===== config.mk =====
export PLATFORM = sky130hd
export DESIGN_NAME = kwdt_top
export DESIGN_NICKNAME = d
export VERILOG_FILES = /design/src/rtl/kwdt_pkg.sv /design/src/rtl/kwdt_regs.sv /design/src/rtl/kwdt_counter.sv /design/src/rtl/kwdt_actions.sv /design/src/rtl/kwdt_top.sv
export SDC_FILE = /design/constraint.sdc
export NUM_CORES = 1
export LEC_CHECK = 0
export BUFFER_PORTS_ARGS = -buffer_cell sky130_fd_sc_hd__buf_2
export CAP_MARGIN = 20
export CORE_MARGIN = 8
export CORE_UTILIZATION = 33
export CTS_BUF_LIST = sky130_fd_sc_hd__clkbuf_4
export DETAILED_ROUTE_END_ITERATION = 8
export PLACE_DENSITY = 0.56
export SLEW_MARGIN = 30
export SYNTH_ARGS = -nofsm -noshare
export SYNTH_HDL_FRONTEND = slang
export SYNTH_HIERARCHICAL = 1
export SYNTH_SLANG_ARGS = --single-unit

===== constraint.sdc =====
create_clock -name clk -period 2.8 [get_ports clk]
set_input_delay 0.42 -clock clk [delete_from_list [all_inputs] [get_ports clk]]
set_output_delay 0.42 -clock clk [all_outputs]
set_load 0.005 [all_outputs]

===== src/rtl/kwdt_pkg.sv =====
package kwdt_pkg;

   // Register byte offsets; software depends on these positions
   localparam int unsigned OFS_STATUS  = 'h0;
   localparam int unsigned OFS_RELOAD  = 'h4;
   localparam int unsigned OFS_RESTART = 'h8;
   localparam int unsigned OFS_CONTROL = 'hC;

   typedef enum logic [1:0] {
      SCOPE_SOC  = 2'b00,
      SCOPE_FULL = 2'b01,
      SCOPE_CPU  = 2'b10,
      SCOPE_RSVD = 2'b11
   } scope_e;

   // Control layout, MSB first: bit7 .. bit0
   typedef struct packed {
      logic   boot_alt;  // 7
      scope_e scope;     // 6:5
      logic   tick_sel;  // 4
      logic   ext_en;    // 3
      logic   irq_en;    // 2
      logic   rst_en;    // 1
      logic   run;       // 0
   } ctrl_t;

   localparam int unsigned CTRL_W = $bits(ctrl_t);

   function automatic scope_e scope_map(input scope_e s);
      return (s == SCOPE_RSVD) ? SCOPE_SOC : s;
   endfunction

endpackage


===== src/rtl/kwdt_regs.sv =====
module kwdt_regs
   import kwdt_pkg::*;
#(
   parameter int DATA_W = 32,
   parameter int CNT_W  = 32,
   parameter int ADDR_W = 4,
   parameter int KEY_W  = 16,
   parameter logic [KEY_W-1:0] KEY = 'h4755,
   parameter bit STRICT_KEY = 1'b1,
   parameter logic [CNT_W-1:0] RELOAD_RST = '1
) (
   input  logic              clk,
   input  logic              rst_n,
   input  logic              bus_sel,
   input  logic              bus_wr,
   input  logic [ADDR_W-1:0] bus_addr,
   input  logic [DATA_W-1:0] bus_wdata,
   output logic [DATA_W-1:0] bus_rdata,
   input  logic [CNT_W-1:0]  cnt_i,
   output logic [CNT_W-1:0]  reload_o,
   output ctrl_t             ctrl_o,
   output logic              restart_o
);

   localparam logic [ADDR_W-1:0] A_STATUS  = ADDR_W'(OFS_STATUS);
   localparam logic [ADDR_W-1:0] A_RELOAD  = ADDR_W'(OFS_RELOAD);
   localparam logic [ADDR_W-1:0] A_RESTART = ADDR_W'(OFS_RESTART);
   localparam logic [ADDR_W-1:0] A_CONTROL = ADDR_W'(OFS_CONTROL);

   logic              wr_go;
   logic              key_hit;
   logic [CNT_W-1:0]  reload_q;
   ctrl_t             ctrl_q;

   assign wr_go = bus_sel & bus_wr;

   generate
      if (STRICT_KEY) begin : g_key_strict
         // whole word must equal the key
         assign key_hit = (bus_wdata == DATA_W'(KEY));
      end else begin : g_key_low
         // only the key-width low bits are compared
         assign key_hit = (bus_wdata[KEY_W-1:0] == KEY);
      end
   endgenerate

   always_ff @(posedge clk or negedge rst_n) begin
      if (!rst_n) begin
         reload_q <= RELOAD_RST;
         ctrl_q   <= '0;
      end else if (wr_go) begin
         if (bus_addr == A_RELOAD)
            reload_q <= bus_wdata[CNT_W-1:0];
         if (bus_addr == A_CONTROL)
            ctrl_q <= ctrl_t'(bus_wdata[CTRL_W-1:0]);
      end
   end

   assign restart_o = wr_go && (bus_addr == A_RESTART) && key_hit;

   always_comb begin
      unique case (bus_addr)
         A_STATUS:  bus_rdata = DATA_W'(cnt_i);
         A_RELOAD:  bus_rdata = DATA_W'(reload_q);
         A_CONTROL: bus_rdata = DATA_W'(ctrl_q);
         default:   bus_rdata = '0;
      endcase
   end

   assign reload_o = reload_q;
   assign ctrl_o   = ctrl_q;

endmodule


===== src/rtl/kwdt_counter.sv =====
module kwdt_counter #(
   parameter int CNT_W = 32,
   parameter logic [CNT_W-1:0] RELOAD_RST = '1
) (
   input  logic             clk,
   input  logic             rst_n,
   input  logic             run_i,
   input  logic             tick_sel_i,
   input  logic             tick_i,
   input  logic             restart_i,
   input  logic [CNT_W-1:0] reload_i,
   output logic [CNT_W-1:0] cnt_o,
   output logic             expire_o
);

   logic [CNT_W-1:0] cnt_q;
   logic             step;
   logic             at_zero;

   assign step     = run_i & (tick_sel_i ? tick_i : 1'b1);
   assign at_zero  = (cnt_q == '0);
   // a restart in the same cycle wins over the expiry
   assign expire_o = step & at_zero & ~restart_i;

   always_ff @(posedge clk or negedge rst_n) begin
      if (!rst_n)
         cnt_q <= RELOAD_RST;
      else if (restart_i)
         cnt_q <= reload_i;
      else if (step)
         cnt_q <= at_zero ? reload_i : cnt_q - 1'b1;
   end

   assign cnt_o = cnt_q;

endmodule


===== src/rtl/kwdt_actions.sv =====
module kwdt_actions
   import kwdt_pkg::*;
(
   input  logic   clk,
   input  logic   rst_n,
   input  logic   expire_i,
   input  ctrl_t  ctrl_i,
   output logic   irq_o,
   output logic   rst_req_o,
   output scope_e scope_o,
   output logic   ext_o,
   output logic   boot_o
);

   logic fire_rst;

   assign fire_rst = expire_i & ctrl_i.rst_en;

   always_ff @(posedge clk or negedge rst_n) begin
      if (!rst_n) begin
         irq_o     <= 1'b0;
         rst_req_o <= 1'b0;
         scope_o   <= SCOPE_SOC;
         ext_o     <= 1'b0;
         boot_o    <= 1'b0;
      end else begin
         irq_o     <= expire_i & ctrl_i.irq_en;
         ext_o     <= expire_i & ctrl_i.ext_en;
         rst_req_o <= fire_rst;
         boot_o    <= fire_rst & ctrl_i.boot_alt;
         scope_o   <= fire_rst ? scope_map(ctrl_i.scope) : SCOPE_SOC;
      end
   end

endmodule


===== src/rtl/kwdt_top.sv =====
module kwdt_top
   import kwdt_pkg::*;
#(
   parameter int DATA_W = 32,
   parameter int CNT_W  = 32,
   parameter int ADDR_W = 4,
   parameter int KEY_W  = 16,
   parameter logic [KEY_W-1:0] KEY = 'h4755,
   parameter bit STRICT_KEY = 1'b1,
   parameter logic [CNT_W-1:0] RELOAD_RST = '1
) (
   input  logic              clk,
   input  logic              rst_n,
   input  logic              bus_sel,
   input  logic              bus_wr,
   input  logic [ADDR_W-1:0] bus_addr,
   input  logic [DATA_W-1:0] bus_wdata,
   output logic [DATA_W-1:0] bus_rdata,
   input  logic              tick_i,
   output logic              irq_o,
   output logic              rst_req_o,
   output logic [1:0]        rst_scope_o,
   output logic              ext_trig_o,
   output logic              boot_alt_o
);

   initial begin : g_param_chk
      assert (CNT_W >= 2 && CNT_W <= DATA_W)
         else $fatal(1, "kwdt_top: CNT_W must lie in 2..DATA_W");
      assert (KEY_W >= 1 && KEY_W <= DATA_W)
         else $fatal(1, "kwdt_top: KEY_W must lie in 1..DATA_W");
      assert (DATA_W >= int'(CTRL_W))
         else $fatal(1, "kwdt_top: DATA_W too narrow for control");
      assert (ADDR_W >= 4)
         else $fatal(1, "kwdt_top: ADDR_W must cover offset 0xC");
   end

   logic [CNT_W-1:0] cnt_w;
   logic [CNT_W-1:0] reload_w;
   ctrl_t            ctrl_w;
   logic             restart_w;
   logic             expire_w;
   scope_e           scope_w;

   kwdt_regs #(
      .DATA_W(DATA_W), .CNT_W(CNT_W), .ADDR_W(ADDR_W), .KEY_W(KEY_W),
      .KEY(KEY), .STRICT_KEY(STRICT_KEY), .RELOAD_RST(RELOAD_RST)
   ) u_regs (
      .clk(clk), .rst_n(rst_n),
      .bus_sel(bus_sel), .bus_wr(bus_wr), .bus_addr(bus_addr),
      .bus_wdata(bus_wdata), .bus_rdata(bus_rdata),
      .cnt_i(cnt_w), .reload_o(reload_w), .ctrl_o(ctrl_w),
      .restart_o(restart_w)
   );

   kwdt_counter #(
      .CNT_W(CNT_W), .RELOAD_RST(RELOAD_RST)
   ) u_counter (
      .clk(clk), .rst_n(rst_n),
      .run_i(ctrl_w.run), .tick_sel_i(ctrl_w.tick_sel), .tick_i(tick_i),
      .restart_i(restart_w), .reload_i(reload_w),
      .cnt_o(cnt_w), .expire_o(expire_w)
   );

   kwdt_actions u_actions (
      .clk(clk), .rst_n(rst_n),
      .expire_i(expire_w), .ctrl_i(ctrl_w),
      .irq_o(irq_o), .rst_req_o(rst_req_o), .scope_o(scope_w),
      .ext_o(ext_trig_o), .boot_o(boot_alt_o)
   );

   assign rst_scope_o = scope_w;

endmodule


# Yosys cells after proc, flatten, opt, wreduce, memory -nomap -nowiden
# Index checks and enable logic that the tools add are counted.
# word_totals
ff_bits,78
in_bits,41
out_inout_bits,38
elab_cells,43
# classes
addsub,1
n_eq_ne,5
n_mux,7
n_bitwise,9
n_reduce_logical,7
# op_table
operator,n
$mux W32,3
$pmux W32 S3,1
$eq A32 B15 Y1 const B,1
$logic_not A32 Y1,1
$sub A32 B1 Y32 const B,1
$and A1 B1 Y1,8
$eq A4 B4 Y1 const B,2
$eq A4 B3 Y1 const B,1
$logic_not A4 Y1,1
$mux W2,2
$reduce_and A2 Y1,2
$eq A2 B2 Y1 const B,1
$logic_and A1 B1 Y1,2
$reduce_bool A2 Y1,1
$mux W1,1
$not A1 Y1,1

# Logic depth before layout (Yosys ltp)
# Gate-level depths: netlist (run 1).
# depth
ltp_word,7
mapped_depth,9

# Modules after synthesis
# Netlist (run 1), hierarchy kept.
# by_module_without_submodules
mod,instances,cells_per_inst,area_each_um2
kwdt_counter,1,260,2307.2
kwdt_regs,1,160,2048.2
kwdt_actions,1,12,200.2

# Worst setup path after synthesis (run 1)
# No wires, ideal clock.
# synth_path
path_kind,in2reg
from,in bus_wdata[13]
to,reg u_actions.scope_o[1]
t_arrival_ns,2.102
t_required_ns,2.679
slack_ns,0.577
cell_stages,7
path_cell_list,nand2b_1 -> or4_1 -> nor4_1 -> buf_2 -> clkbuf_1 -> nor3_1 -> and4b_1
# synth_between
elab_chain_cells,6
# synth_lines
item,line_no,rtl
from (decl),kwdt_top.sv:17,"input logic [DATA_W-1:0] bus_wdata,"
$eq A32 B15 Y1,kwdt_regs.sv:40,assign key_hit = (bus_wdata == DATA_W'(KEY));
$logic_and A1 B1 Y1,kwdt_regs.sv:59,assign restart_o = wr_go && (bus_addr == A_RESTART) && key_hit;
via restart_w,kwdt_top.sv:41,logic restart_w;
$not A1 Y1,kwdt_counter.sv:23,assign expire_o = step & at_zero & ~restart_i;
$and A1 B1 Y1,kwdt_counter.sv:23,
via expire_w,kwdt_top.sv:42,logic expire_w;
$and A1 B1 Y1,kwdt_actions.sv:17,assign fire_rst = expire_i & ctrl_i.rst_en;
$mux W2,kwdt_actions.sv:31,scope_o <= fire_rst ? scope_map(ctrl_i.scope) : SCOPE_SOC;
to (signal assigned),kwdt_actions.sv:31,
to (decl),kwdt_actions.sv:10,"output scope_e scope_o,"
# The timed path passes the listed nets, and every way through them passes these cells.
# A chain may end at the register's enable or synchronous reset.

# Worst setup path after layout (run 1)
# layout_path
from,reg u_counter.cnt_q[0] (netlist: u_counter/cnt_o[0])
to,reg u_actions.boot_o
# layout_between
elab_chain_cells,5
# layout_lines
item,line_no,rtl
from (decl),kwdt_counter.sv:16,logic [CNT_W-1:0] cnt_q;
from (signal assigned),kwdt_counter.sv:29,cnt_q <= reload_i;
from (signal assigned),kwdt_counter.sv:31,cnt_q <= at_zero ? reload_i : cnt_q - 1'b1;
$logic_not A32 Y1,kwdt_counter.sv:21,assign at_zero = (cnt_q == '0);
$and A1 B1 Y1 (2 in series),kwdt_counter.sv:23,
via expire_w,kwdt_top.sv:42,
$and A1 B1 Y1,kwdt_actions.sv:17,
$and A1 B1 Y1,kwdt_actions.sv:30,boot_o <= fire_rst & ctrl_i.boot_alt;
to (signal assigned),kwdt_actions.sv:30,
to (decl),kwdt_actions.sv:12,output logic boot_o
# The timed path passes the listed nets, and every way through them passes these cells.

==> impl_metrics.tcl, run 1 <==
set metrics [dict create \
    cts.repair.resized 0 \
    pre_cts_slack_ns 0.2249 \
    post_synth_num_cell_types 68 \
    cts.sink_count 78 \
    finalHoldViolCount 0 \
    io_pins 79 \
    worst_skew_pair.late_latency_ns 0.43 \
    rsz0062_at_grt "false" \
    synth_largest_type_area_fraction_pct 36.91 \
    cellLeakagePower_nw 2.297 \
    routabilityCongestion 0.9303 \
    finalCoreUtilization_pct 40.00 \
    synth_top_area_cell "dfstp_2" \
    synth_async_sr_flop_share_pct 100.0 \
    cts_inserted_buffers 9 \
    first_pass_iters 6 \
    setup_viol 0 \
    critical_path.startpoint_type "flop" \
    post_synth_most_frequent_cells "dfstp_2, nand2_1, mux2_1" \
    rows 43 \
    syn_avg_cell_area_sq_um 10.55 \
    drive_above_1_share_pct 40.34 \
    synth_enable_flop_cells 0 \
    drt-total-wl_um 15380 \
    setup_tns_ns 0 \
    yosysMostFrequentCell "dfstp_2" \
    synth_flop_cell "dfstp_2" \
    worst_slack_ns 0.2693 \
    setup.worst_path.class "reg -> reg" \
    max_cap_viol_count 0 \
    clock-skew-final_ns 0.01362 \
    grt_pass1_vias 4303 \
    detailedRoute.firstIterationViolations 367 \
    clock_tree.root_cell "clkbuf_4" \
    grt_start_max_net_pins 48 \
    wp_data_required_ns 3.18 \
    vias_per_cell 5.810 \
    cts_max_path_buffers 2 \
    power.density_nw_per_um2 514.5 \
    timing_worst_slew_pin_value_ns 0.7988 \
    globalRouteOverflowTotal 0 \
    grt_antenna_before_repair 1 \
    final.period_utilization_pct 90.38 \
    ys_seq_area_share_pct 44.60 \
    cts_max_level 3 \
    global_route_wire_length_before_repair_um 24660 \
    timing.critical_path.to_type "flop" \
    area.growth.synth_to_final_pct 19.99 \
    cts-hold-fix-buffers 0 \
    start_util_pct 33.34 \
    maxSlewHeadroom_pct 46.75 \
    grt_util_all_layers_pct 17.41 \
    tritoncts "done" \
    power_mw 2.812 \
    postSynthRegisterBits 78 \
    syn-instance-count 432 \
    vdd_drop_max_uv 282.6 \
    worstPathArrival_ns 2.91 \
    yosys_warnings 6 \
    final_period_minus_worst_setup_slack_ns 2.531 \
    synth_fp_nets 475 \
    drtAntennaViolNets 0 \
    dpl.cell_count 697 \
    syn-cell-area_sq_um 4556 \
    post_cts_clock_slew_at_the_launch_and_capture_registers_of_the_worst_setup_and_hold_paths_ns 0.13 \
    synth_area_leaders "dfstp_2, mux2_1, dfrtp_1, a22o_1, nand2_1" \
    final_nets 571 \
    worst-path-max-fanout 6 \
    final_max_slew_viol_count 0 \
    dr_total_vias 4154 \
    cts_setup_buffers 0 \
    die-height_um 133.5 \
    maximum_clock_rate_mhz 395.1 \
    status "completed" \
    dieArea_sq_um 17820 \
    drc_errors 0 \
    final_cell_count_no_fill 715 \
    avgRoutedWirePerCell_um 21.51 \
    portBuffers 78 \
    dieWidth_um 133.5 \
    hpwlAfterDp_um 11780 \
    fp.coreArea_sq_um 13670 \
    hold_path.class "in -> async" \
]
==> power breakdown <==
| group | leakage [nW] | switching (mW) | internal, mW |
|---|---|---|---|
| Combinational | 1.36 | 0.260 | 0.211 |
| Clock | 0.0822 | 0.398 | 0.377 |
| Sequential | 0.852 | 0.198 | 1.37 |
| Total | 2.30 | 0.855 | 1.96 |
==> through the flow <==
step           area, sq um  hold slack [ns]
2_1_floorplan         4556           0.1244
3_3_place_gp          5304           0.4947
6_report              5466          0.05429
4_1_cts               5461          0.05022
3_5_place_dp          5304           0.5011
5_1_grt               5464          0.07674
==> sequential cells by signal (all words and copies together), names as in the netlist <==
| signal | flops |
|---|---|
| u_counter/cnt_o | 32 |
| u_regs/reload_o | 32 |
| u_regs/ctrl_o | 8 |
| u_actions/scope_o | 2 |
| u_actions/boot_o | 1 |
| u_actions/ext_o | 1 |
| u_actions/irq_o | 1 |
| u_actions/rst_req_o | 1 |
==> cell usage in the layout, fill, tap and decap left out, types with 4 or more instances in the layout <==
| master | synthesis | layout |
|---|---|---|
| buf_2 | 9 | 78 |
| dfstp_2 | 64 | 64 |
| nand2_1 | 41 | 41 |
| mux2_1 | 40 | 40 |
| buf_4 | 1 | 31 |
| a22o_1 | 24 | 24 |
| nor2_1 | 19 | 19 |
| a21oi_1 | 18 | 18 |
| nand3_1 | 15 | 15 |
| dfrtp_1 | 14 | 14 |
| clkbuf_4 | 0 | 11 |
| nor3_1 | 10 | 10 |
| nand4_1 | 10 | 10 |
| a22oi_1 | 10 | 10 |
| inv_1 | 9 | 9 |
| nor4_1 | 11 | 9 |
| o311ai_0 | 7 | 7 |
| or3_1 | 6 | 6 |
| o21ai_0 | 6 | 6 |
| o211ai_1 | 6 | 6 |
| a31oi_1 | 5 | 5 |
| or4_4 | 4 | 4 |
| and4_1 | 4 | 4 |
| nor3b_1 | 4 | 4 |
| a211oi_1 | 4 | 4 |
| o32a_1 | 4 | 4 |
| or4_1 | 4 | 4 |
==> critical path: stages, from the launching register on <==
cell and delay, ns:
dfstp_2 0.41, inv_1 0.11, ha_1 0.15, nor4b_1 0.44, and4_1 0.40, nand3_2 0.12, nor3_1 0.54, and3_2 0.31
==> final timing paths <==
kind	start	endpoint	slack, ns	cells after the start
worst max-delay path	u_counter/cnt_o[0]	u_actions/boot_o	0.27	7
worst min-delay path	rst_n	u_regs/ctrl_o[4]	0.05	1
worst max register to register	u_counter/cnt_o[0]	u_actions/boot_o	0.27	7
worst min register to register	u_regs/reload_o[2]	u_counter/cnt_o[2]	0.51	2
max in group asynchronous	rst_n	u_regs/reload_o[26]	1.95	2
min in group clk	bus_wdata[17]	u_regs/reload_o[17]	0.22	2
==> metal layers <==
metal	vias up	global-route usage, %	share of wire [%]
met5	-	0	0
met4	0	6.425	2.0
met2	140	25.89	46
li1	1881	-	-
met1	2108	24.85	47
met3	25	2.673	5.3
==> cells by family (layout without fill, tap and decap cells) <==
kind of cell | after synthesis | after routing | share of synthesized area [%]
flip-flops | 78 | 78 | 44.60
AND/OR/NAND/NOR | 165 | 165 | 21.81
AO/OA/AOI/OAI | 109 | 109 | 18.40
adder cells (fa/ha/maj) | 2 | 2 | 0.5492
buffers and inverters | 35 | 136 | 4.092
other | 0 | 2 | 0
multiplexers | 43 | 43 | 10.55
==> area by class of cell <==
| type | count | area (sq um) |
|---|---|---|
| repair buffers | 111 | 663.1 |
| flip-flops and latches | 78 | 2032 |
| inverters | 9 | 33.78 |
| clock buffers | 11 | 82.58 |
| fillers | 1416 | 8199 |
| well taps | 180 | 225.2 |
| diodes | 2 | 5.005 |
| clock inverters | 5 | 75.07 |
| multi-input cells | 319 | 2350 |
(Power assumes the default switching activity.)
==> inputs of run 2 (changes only) <==
- PLACE_DENSITY: 0.56 -> default
- PLACE_DENSITY_LB_ADDON: default -> 0.05
==> impl_metrics.tcl, run 2 (same netlist as run 1, synthesis figures left out) <==
set metrics [dict create \
    status "completed" \
    fp.coreArea_sq_um 13670 \
    cts_max_level 3 \
    maximum_clock_rate_mhz 395.4 \
    setup_viol 0 \
    cts_inserted_buffers 9 \
    globalRouteOverflowTotal 0 \
    rsz0062_at_grt "false" \
    cts_max_path_buffers 2 \
    grt_pass1_vias 4200 \
    total_cell_area_at_the_placement_stage_sq_um 5263 \
    drc_errors 0 \
    vias_per_cell 5.732 \
    io_pins 79 \
    grt_start_max_net_pins 42 \
    drive_above_1_share_pct 40.26 \
    setup.worst_path.class "reg -> reg" \
    final_nets 567 \
    timing_worst_slew_pin_value_ns 0.8414 \
    power.density_nw_per_um2 508.5 \
    timing.critical_path.to_type "flop" \
    grt_util_all_layers_pct 18.22 \
    worst-path-max-fanout 6 \
    final.period_utilization_pct 90.33 \
    avgRoutedWirePerCell_um 22.51 \
    clock_tree.root_cell "clkbuf_4" \
    dieArea_sq_um 17820 \
    area.growth.synth_to_final_pct 18.90 \
    pwr-share-clk_pct 26.6 \
    delay_of_the_slowest_cell_on_the_worst_path_ns 0.66 \
    detailedRoute.firstIterationViolations 322 \
    critical_path.cell_chain "inv_1 > ha_1 > nor4b_1 > nand4_1 > o31ai_2 > o21ai_0 > a22oi_1" \
    global_route_wire_length_before_repair_um 24950 \
    seq_power_share_pct 56.9 \
    vdd_drop_max_uv 252.3 \
    wp_data_required_ns 3.18 \
    setup_tns_ns 0 \
    power.net_switching_uw 891.8 \
    cts.sink_count 78 \
    critical_path.startpoint_type "flop" \
    routabilityCongestion 0.9200 \
    drtAntennaViolNets 0 \
    tritoncts "done" \
    portBuffers 78 \
    die-height_um 133.5 \
    start_util_pct 33.34 \
    dieWidth_um 133.5 \
    internal-power_mw 1.863 \
    worst_slack_ns 0.2707 \
    combPwrFrac_pct 16.4 \
    finalCoreUtilization_pct 39.64 \
    max_cap_viol_count 0 \
    rows 43 \
    post_cts_clock_slew_at_the_launch_and_capture_registers_of_the_worst_setup_and_hold_paths_ns 0.14 \
    final_area_sq_um 5416 \
    maxSlewHeadroom_pct 43.91 \
    cts.repair.resized 0 \
    worstPathArrival_ns 2.91 \
    drt-total-wl_um 15980 \
    final_period_minus_worst_setup_slack_ns 2.529 \
    power_mw 2.754 \
    cellLeakagePower_nw 2.266 \
    dr_total_vias 4070 \
    power.share.switching_pct 32.38 \
    layout_common_cells "buf_2, dfstp_2, nand2_1" \
    hold_path.class "in -> reg" \
    final_max_slew_viol_count 0 \
    pre_cts_slack_ns 0.2038 \
    critical_path.slowest_cell "o31ai_2" \
    finalHoldViolCount 0 \
    grt_antenna_before_repair 1 \
    worst_skew_pair.late_latency_ns 0.46 \
    layout_commonest_cell "buf_2" \
    hpwlAfterDp_um 12070 \
    first_pass_iters 5 \
    clock-skew-final_ns 0.01474 \
]
-- run 2: cell types whose count changed in the layout (fill, tap and decap cells not counted) --
cell,delta
inv_6,+1
buf_4,-3
a31oi_2,+1
a31oi_1,-1
clkinv_1,-2
dlygate4sd3_1,+1
buf_2,-1
diode_2,-1
bufinv_16,-1
buf_12,-1
clkinvlp_4,+1
clkinv_2,+1
-- run 2: layout make-up --
class	count	area, sq um
repair buffers	107	625.6
inverters	9	33.78
well taps	180	225.2
diodes	1	2.502
clock buffers	11	82.58
fillers	1433	8249
flip-flops and latches	78	2032
clock inverters	5	58.81
multi-input cells	319	2356
-- run 2: worst max-delay path: cells and delay by family (launching register included) --
family / cells / cell delay (ns)
compound gates: 3 / 1.07
flops: 1 / 0.42
fa+ha+maj: 1 / 0.15
simple gates: 2 / 0.70
buf+inv: 1 / 0.10
-- run 2: final timing paths --
kind,startpoint,endpoint,slack [ns],cells after the start
max,u_counter/cnt_o[0],u_counter/cnt_o[5],0.27,7
min,bus_wdata[12],u_regs/reload_o[12],0.18,2
max reg2reg,u_counter/cnt_o[0],u_counter/cnt_o[5],0.27,7
min reg2reg,u_regs/reload_o[2],u_counter/cnt_o[2],0.51,2
max in group asynchronous,rst_n,u_counter/cnt_o[9],1.55,3
min in group asynchronous,rst_n,u_actions/irq_o,0.49,2
-- run 2: stage by stage --
| stage | hold WS [ns] | std cells |
|---|---|---|
| floorplan | 0.1244 | 432 |
| global placement | 0.4623 | 692 |
| detailed placement | 0.4582 | 692 |
| CTS | 0.1393 | 709 |
| global route | 0.1587 | 710 |
| finish | 0.1799 | 710 |
-- run 2: metal layers --
metal	track usage (%)	vias to the layer above	share of wire (%)
li1	-	1876	-
met1	25.89	2048	49
met2	26.67	127	44
met3	3.539	19	5.7
met4	6.613	0	1.6
met5	0	-	0
-- run 2: power by group through the flow --
stage	combinational [mW]	sequential [mW]	clock (mW)
2_1_floorplan	0.305	1.47	0
3_5_place_dp	0.456	1.58	0
3_3_place_gp	0.455	1.58	0
4_1_cts	0.458	1.57	0.775
6_report	0.453	1.57	0.734
5_1_grt	0.510	1.59	0.807
-- run 2: timing repair --
item / CTS / global route
hold endpoints to repair: 3 / 0
hold buffers: 1 / 0
setup buffers: 0 / 0
setup endpoints to repair: 0 / 0
==> inputs of run 3 (changes only) <==
==> constraint.sdc (replaced) <==
create_clock -name clk -period 2.8 [get_ports clk]
set_input_delay 0.14 -clock clk [delete_from_list [all_inputs] [get_ports clk]]
set_output_delay 0.14 -clock clk [all_outputs]
set_load 0.005 [all_outputs]
==> impl_metrics.tcl, run 3 (same netlist as run 1, synthesis figures left out) <==
set metrics [dict create \
    status "completed" \
    holdWs_ns 0.1025 \
    finalCoreUtilization_pct 42.00 \
    worstPathArrival_ns 2.87 \
    critical_path.slowest_cell "o31ai_2" \
    final_max_slew_viol_count 0 \
    rsz0062_at_grt "false" \
    worst-r2r-setup-slack_ns 0.31 \
    dpl.cell_count 688 \
    post_cts_clock_slew_at_the_launch_and_capture_registers_of_the_worst_setup_and_hold_paths_ns 0.13 \
    grt_antenna_before_repair 1 \
    drtAntennaViolNets 0 \
    final_cell_count_no_fill 739 \
    hold_path.class "in -> reg" \
    maxSlewHeadroom_pct 35.32 \
    hpwlAfterDp_um 11840 \
    worst_case_hold_path_end_point "u_regs/reload_o[8]" \
    portBuffers 78 \
    cellLeakagePower_nw 2.398 \
    final_nets 595 \
    drt-total-wl_um 16010 \
    first_pass_iters 6 \
    fp.coreArea_sq_um 13670 \
    cts_max_level 3 \
    timing_worst_slew_pin_value_ns 0.9702 \
    layout_common_cells "buf_2, dfstp_2, nand2_1" \
    start_util_pct 33.34 \
    delay_of_the_slowest_cell_on_the_worst_path_ns 0.65 \
    area.growth.synth_to_final_pct 25.98 \
    num-fill-cells 1391 \
    dieArea_sq_um 17820 \
    critical_path.cell_chain "or4_4 > nand4b_1 > o31ai_2 > o21ai_0 > a22oi_1" \
    finalHoldViolCount 0 \
    globalRouteOverflowTotal 0 \
    avgRoutedWirePerCell_um 21.66 \
    critical_path.reg2reg.endpoint "u_counter/cnt_o[5]" \
    grt_util_met2_pct 27.56 \
    layout_commonest_cell "buf_2" \
    wp_data_required_ns 3.19 \
    cts_setup_buffers 0 \
    final_period_minus_worst_setup_slack_ns 2.486 \
    global_route.usage.met1_pct 25.79 \
    drive_above_1_share_pct 37.34 \
    die-height_um 133.5 \
    tritoncts "done" \
    r2r-start "u_counter/cnt_o[21]" \
    worst-path-max-fanout 8 \
    maximum_clock_rate_mhz 402.2 \
    dr_total_vias 4148 \
    hold_start "bus_wr" \
    final.period_utilization_pct 88.80 \
    power.density_nw_per_um2 516.4 \
    dieWidth_um 133.5 \
    io_pins 79 \
    detailedRoute.firstIterationViolations 213 \
    cts.sink_count 78 \
    drc_errors 0 \
    grt_pass1_vias 4250 \
    cts_max_path_buffers 2 \
    routabilityCongestion 0.9307 \
    setup_viol 0 \
    max_cap_viol_count 0 \
    clock_tree.root_cell "clkbuf_4" \
    worst_skew_pair.late_latency_ns 0.46 \
    critical_path.startpoint_type "flop" \
    global_route_wire_length_before_repair_um 25320 \
    setup_tns_ns 0 \
    cts_inserted_buffers 9 \
    timing.critical_path.to_type "flop" \
    worst_hold_path.num_cells 3 \
    grt.met3_usage_pct 3.276 \
    clock-skew-final_ns 0.01497 \
    grt_util_all_layers_pct 18.25 \
    grt_start_max_net_pins 61 \
    setup.worst_path.class "reg -> reg" \
    timing.reg2reg.worst_path_depth 5 \
    rows 43 \
    grt_most_used_layer "met2" \
    vdd_drop_max_uv 240.5 \
    vias_per_cell 5.613 \
]
run 3: worst max-delay path by stage:
stage                             start                   to  slack (ns)
floorplan            u_counter/cnt_o[0]  u_counter/cnt_o[30]        0.59
global placement     u_counter/cnt_o[0]     u_actions/boot_o        0.26
detailed placement   u_counter/cnt_o[0]     u_actions/boot_o        0.21
CTS                  u_counter/cnt_o[0]     u_actions/boot_o        0.19
global route         u_counter/cnt_o[0]   u_counter/cnt_o[5]        0.08
finish              u_counter/cnt_o[21]   u_counter/cnt_o[5]        0.31
run 3: repair_timing:
| action | in CTS | in global routing |
|---|---|---|
| resized for setup | 0 | 1 |
| hold buffers | 33 | 0 |
| endpoints found under the setup margin | 0 | 1 |
| endpoints found under the hold margin | 54 | 0 |
run 3: per-layer routing:
| layer | routed length (um) | part of all wire, % |
|---|---|---|
| met2 | 7156 | 45 |
| met5 | 0 | 0 |
| met3 | 802 | 5.0 |
| met1 | 7846 | 49 |
| met4 | 204 | 1.3 |
run 3: metrics by stage:
step | power [mW] | setup slack (ns) | cell area [sq um]
3_5_place_dp | 2.039 | 0.2097 | 5214
2_1_floorplan | 1.779 | 0.5935 | 4556
5_1_grt | 3.102 | 0.07989 | 5739
3_3_place_gp | 2.029 | 0.2583 | 5214
6_report | 2.964 | 0.3137 | 5739
4_1_cts | 2.983 | 0.1882 | 5729
run 3: area by class of cell:
class	instances	area, sq um	area share [%]
repair buffers	135	903.4	15.74
flip-flops and latches	78	2032	35.40
clock buffers	10	75.07	1.308
inverters	9	33.78	0.5886
clock inverters	6	110.1	1.918
well taps	180	225.2	3.924
diodes	2	5.005	0.08720
multi-input cells	319	2355	41.03
run 3: power by group:
group          internal [mW]  switching (mW)
clock                  0.461           0.439
sequential              1.37           0.202
combinational          0.230           0.263
run 3: critical path: cells and delay by family, from the launching register on:
kind / cells / cell delay (ns)
DFF: 1 / 0.42
and+or+nand+nor: 2 / 0.92
AOI/OAI and AO/OA: 3 / 1.07
